## src/rtl/fieldPkg.sv

```systemverilog
package fieldPkg;
  // Strobes from control to datapath
  typedef struct packed {
    logic capture;   // load a new result on this edge
  } fieldStrobes_t;
endpackage

```

## src/rtl/fieldControl.sv

```systemverilog
module fieldControl
  import fieldPkg::*;
(
  input  logic          clk,
  input  logic          rstN,
  input  logic          inValid,
  output fieldStrobes_t strobes,
  output logic          outValid
);
  always_comb begin
    strobes.capture = inValid;
  end

  always_ff @(posedge clk or negedge rstN) begin
    if (!rstN) outValid <= 1'b0;
    else       outValid <= inValid;
  end
endmodule

```

## src/rtl/fieldDatapath.sv

```systemverilog
module fieldDatapath
  import fieldPkg::*;
#(
  parameter int DATA_W  = 32,
  localparam int SHIFT_W = $clog2(DATA_W),
  localparam int MASK_W  = SHIFT_W + 1
) (
  input  logic              clk,
  input  logic              rstN,
  input  fieldStrobes_t     strobes,
  input  logic [SHIFT_W-1:0] shiftAmt,
  input  logic [MASK_W-1:0]  maskWidth,
  input  logic              insertEn,
  input  logic [DATA_W-1:0] leftWord,
  input  logic [DATA_W-1:0] rightWord,
  output logic [DATA_W-1:0] result
);
  logic [2*DATA_W-1:0] pairShifted;
  logic [DATA_W-1:0]   shifted;
  logic [DATA_W-1:0]   widthMask;
  logic [DATA_W-1:0]   fieldMask;
  logic [DATA_W-1:0]   nextResult;

  // Funnel shift: keep the upper half of the shifted pair
  assign pairShifted = {leftWord, rightWord} << shiftAmt;
  assign shifted     = pairShifted[2*DATA_W-1:DATA_W];

  // Per-bit mask: width compare, trimmed by shift count when inserting
  for (genvar i = 0; i < DATA_W; i++) begin : g_mask
    assign widthMask[i] = (MASK_W'(i) < maskWidth);
    assign fieldMask[i] = widthMask[i] & (~insertEn | (SHIFT_W'(i) >= shiftAmt));
  end

  always_comb begin
    if (insertEn) nextResult = (fieldMask & shifted) | (~fieldMask & rightWord);
    else          nextResult = fieldMask & shifted;
  end

  always_ff @(posedge clk or negedge rstN) begin
    if (!rstN)                result <= '0;
    else if (strobes.capture) result <= nextResult;
  end
endmodule

```

## src/rtl/fieldUnit.sv

```systemverilog
module fieldUnit
  import fieldPkg::*;
#(
  parameter int DATA_W  = 32,
  localparam int SHIFT_W = $clog2(DATA_W),
  localparam int MASK_W  = SHIFT_W + 1
) (
  input  logic               clk,
  input  logic               rstN,
  input  logic               inValid,
  input  logic [SHIFT_W-1:0] shiftAmt,
  input  logic [MASK_W-1:0]  maskWidth,
  input  logic               insertEn,
  input  logic [DATA_W-1:0]  leftWord,
  input  logic [DATA_W-1:0]  rightWord,
  output logic               outValid,
  output logic [DATA_W-1:0]  result
);
  fieldStrobes_t strobes;

  fieldControl u_ctrl (
    .clk      (clk),
    .rstN     (rstN),
    .inValid  (inValid),
    .strobes  (strobes),
    .outValid (outValid)
  );

  fieldDatapath #(.DATA_W(DATA_W)) u_dp (
    .clk       (clk),
    .rstN      (rstN),
    .strobes   (strobes),
    .shiftAmt  (shiftAmt),
    .maskWidth (maskWidth),
    .insertEn  (insertEn),
    .leftWord  (leftWord),
    .rightWord (rightWord),
    .result    (result)
  );
endmodule

```

## config.mk

```make
export PLATFORM = sky130hd
export DESIGN_NAME = fieldUnit
export DESIGN_NICKNAME = d
export VERILOG_FILES = /design/src/rtl/fieldPkg.sv /design/src/rtl/fieldControl.sv /design/src/rtl/fieldDatapath.sv /design/src/rtl/fieldUnit.sv
export SDC_FILE = /design/constraint.sdc
export NUM_CORES = 1
export LEC_CHECK = 0
export BUFFER_PORTS_ARGS = -buffer_cell sky130_fd_sc_hd__clkbuf_2
export CAP_MARGIN = 10
export CORE_MARGIN = 5
export CORE_UTILIZATION = 50
export CTS_CLUSTER_DIAMETER = 30
export CTS_CLUSTER_SIZE = 20
export DETAILED_ROUTE_END_ITERATION = 8
export PLACE_DENSITY = 0.84
export SETUP_SLACK_MARGIN = 0.02
export SYNTH_ARGS = -nofsm -noshare
export SYNTH_HDL_FRONTEND = slang
export SYNTH_SLANG_ARGS = --single-unit
```

## constraint.sdc

```tcl
create_clock -name clk -period 1.4 [get_ports clk]
set_input_delay 0.28 -clock clk [delete_from_list [all_inputs] [get_ports clk]]
set_output_delay 0.28 -clock clk [all_outputs]
set_load 0.01 [all_outputs]
```

# == After elaboration in Yosys (flattened, before gate mapping) ==
# Cells that the tools add are included.
# totals
inputBits,79
regBits,33
out_inout_bits,33
# classes
mux,1
bitwise,69
n_lt_le_gt_ge,64
n_shift,1
# ops
op,n
$lt 5x6->1 const A,16
$ge 5x5->1 const A,16
$and 32x32->32,2
$shl 64x5->64,1
$lt 4x6->1 const A,8
$ge 4x5->1 const A,8
$and 1x1->1,32
$mux 32,1
$not 32->32,1
$or 1x1->1,32
$or 32x32->32,1
$lt 3x6->1 const A,4
$ge 3x5->1 const A,4
$lt 1x6->1 const A,2
$lt 2x6->1 const A,2
$ge 1x5->1 const A,2
$ge 2x5->1 const A,2
$not 1->1,1

# == Depth between registers and ports, before layout ==
# depth
ltp_word,7
depth_mapped,11

# == Cells and area by module ==
# A second synthesis with hierarchy kept.
# unflattened
cells_unflattened,643
area_unflattened_um2,6089.6
# by_module_without_submodules
mod,n_inst,area_per_inst_um2,cells_per_inst,seq_area_each_um2
fieldDatapath,1,6057.1,641,800.8
fieldControl,1,32.5,2,25.0

# == Worst setup path after synthesis ==
# No wires, ideal clock.
# synth_path
path_kind,input to register
from,in shiftAmt[2]
to,reg u_dp.result[16]
setup_time_ps,136
arrival_time_ps,1994
path_buffers,2
slack_ps,-730
path_stages,7
cell_sequence,buf_6 buf_6 mux4_2 mux2_2 mux4_2 nand3_1 o211ai_1
# synth_between
elab_chain_len,7
word_cells_on_any_way,9
classes_between,1 x order compare; 1 x shift; 1 x mux; 6 x bitwise
# synth_rtl
item,line,source
"start, declared",fieldUnit.sv:11,"input logic [SHIFT_W-1:0] shiftAmt,"
$ge 5x5->1,fieldDatapath.sv:31,assign fieldMask[i] = widthMask[i] & (~insertEn | (SHIFT_W'(i) >= shiftAmt));
$or 1x1->1,fieldDatapath.sv:31,
$and 1x1->1,fieldDatapath.sv:31,
$not 32->32,fieldDatapath.sv:35,if (insertEn) nextResult = (fieldMask & shifted) | (~fieldMask & rightWord);
$and 32x32->32,fieldDatapath.sv:35,
$or 32x32->32,fieldDatapath.sv:35,
$mux 32 *,fieldDatapath.sv:35,
"end signal, assigned",fieldDatapath.sv:41,else if (strobes.capture) result <= nextResult;
"end, declared",fieldDatapath.sv:16,output logic [DATA_W-1:0] result
# Mark *: on every way between the ends. The rest lies on a longest branch, timed or not.
# A chain may end at the register's enable or synchronous reset.

# == Worst setup path in the final report ==
# layout_path
from,in shiftAmt[2]
to,reg u_dp.result[21]
# The elaborated chain is that of the path after synthesis.

==> summary.txt <==
Global Route Usage Sum = 0.413
Area Overhead vs Synth = 60.6%
Outcome = complete, but fails checks
CTS root buf = clkbuf_16
# diodes = 0
Post-synth top flop = dfrtp_1
Mapped Area = 0.00589 mm2
WL final = 32000 um
Adder-cell share of the synthesized area = 0
Main combinational cell family by area after synthesis = multiplexers
Synthesized net count = 678
Routed via count divided by cell count = 7.46
RSZ-0062 raised after global routing = true
Xor/xnor cell area share of the yosys netlist = 0
Commonest non-fill, non-tap cell in the layout = buf_4
Clock skew = 0 ps
Yosys warns = 0
Post-synth EDFFs = 0
Initial Util = 0.514
CTS sink cnt = 33
Arr. time, crit path = 2160 ps
Worst Tran Pin Value = 473 ps
Post-Syn Instances = 599
Layout cells sized above 1 = 0.626
# H-tree levels = 2
Bufs on Longest Clock Path = 2
Asr flop ratio synth = 1.00
Final hold vios = 0
Max Freq = 501 MHz
DR pass1 iterations = 9
Io pins = 112
Syn avg cell area = 9.84 um2
Vias = 7828
Part of the Yosys area used for sequential elements = 0.140
Core Util, Final = 0.826
Pin count of the biggest net entering global routing = 34
Max rail drop VDD = 0.638 mV
Relative slew slack = 0.684
Global route overflow = 0
Clk_lat worst skew = 280 ps
Die Wd = 119 um
ANT nets after route = 0
Crit Reg-Reg Startpoint = u_dp.result[23]
Crit path max fanout = 7
PnR worst setup slack = -597 ps
Vias in the first global route = 7411
Most frequent cells in the layout = 201 x buf_4, 102 x clkbuf_2, 83 x mux4_2
CTS tree = done
# Max-Cap Violations = 0
Dpl ws = -1060 ps
Core ar. = 0.0115 mm2
Endpoints failing setup = 32
Setup CP Type = in -> reg
Synth Register Bits = 33
Gpl congestion = 1.05
CTS Buf Count = 5
Die area = 0.0141 mm2
Drt drc = 0
Period minus WS final = 2000 ps
Wire length per cell = 30.5 um
Synth Area in Simple Gates = 0.127
Num rows = 39
Finished Cell Area = 0.00947 mm2
Leakage = 4.18 nW
DP HPWL = 22700 um
Initial antenna violation count = 1
Critical path origin = shiftAmt[2]
Final worst path period share = 1.43
Hold Crit Class = in -> async
Compound-Gate Fraction of Synth Area = 0.217
First-pass GRT wire length = 45300 um
Slew Viols, Final = 0
Reg clk slew, reported paths = 60 ps
Placed instance area = 0.00806 mm2
Setup crit start kind = input port
First DRT Iteration DRCs = 1436
Violated checks = setup timing
Synth cell types = 66
Nets@finish = 985
Vert. Die Dim = 119 um
CP required = 1570 ps
PortBufs = 111
PwrDens = 654 mW/mm2
Setup crit end kind = flop
Mux cell area share after synthesis = 0.451
[routing by layer]
metal | routed length, um | global-route usage
met1 | 10600 | 0.536
met2 | 14400 | 0.643
met3 | 4590 | 0.0917
met4 | 2340 | 0.222
met5 | 15 | 0
[layout make-up]
cell class | instances | area, um2
multi-input combinational | 490 | 5260
inverter | 10 | 37.5
clock buffer | 6 | 129
clock inverter | 2 | 10.0
tap | 143 | 179
fill | 682 | 2000
timing repair buffer | 366 | 3030
sequential | 33 | 826
[sequential cells by signal, summed over array words and instances (netlist names)]
name,cells
u_dp.result,32
u_ctrl.outValid,1
[path summary, 6_finish.rpt]
kind                       cells after the start  slack [ps]         endpoint
hold reg to reg                                2         510  u_dp.result[19]
min in group clk                               3         270   u_dp.result[0]
setup / recovery                               7        -600  u_dp.result[21]
hold / removal                                 2          30   u_dp.result[9]
max in group asynchronous                      2        1040   u_dp.result[3]
setup reg to reg                               2         420  u_dp.result[23]
[report_power, final]
part	internal (W)	switching, W
combinational	0.00194	0.00194
sequential	0.00110	0.000127
clock	0.000654	0.000440
[synth_stat cells, types with 8 or more instances]
library cell,n,area share
dfrtp_1,33,0.14
a22oi_1,11,0.014
o21ai_0,9,0.0076
nor3_1,9,0.0076
a211oi_1,8,0.010
nor2_1,39,0.025
clkbuf_1,31,0.020
mux2_1,15,0.029
buf_4,8,0.010
nand2_1,59,0.038
a32oi_1,10,0.015
inv_1,9,0.0057
mux2_2,25,0.048
mux2i_1,34,0.058
a21oi_1,22,0.019
mux4_2,83,0.32
o22ai_1,13,0.014
a31oi_1,10,0.011
buf_2,16,0.014
nand3_1,13,0.011
[cell families after synthesis]
logic type | count (synthesis)
flops | 33
buf+inv | 76
simple gates | 161
compound gates | 172
mux | 157
[repair_timing]
action                     4_1_cts  5_1_grt
pin swaps                       38       39
setup buffers                   21       20
setup endpoints to repair       32       32
resized for setup              134       53
gates cloned                     4        4
hold buffers                     0        0
[worst max-delay path: stages]
cell and delay, ps:
buf_12 110, mux4_2 510, mux2_4 310, a222oi_1 350
buf_4 220, mux2i_1 80, a221o_1 290
[metrics by stage]
stage          hold slack, ps  total power, W  instances  setup TNS (ps)
6_report                 33.5         0.00620       1050          -13960
3_3_place_gp              335         0.00425       1000          -28280
3_5_place_dp              345         0.00430       1000          -29400
2_1_floorplan           -15.6         0.00286        599          -15070
5_1_grt                  82.0         0.00633       1050          -14520
4_1_cts                  49.8         0.00579       1028          -12370
(Power assumes the default switching activity.)
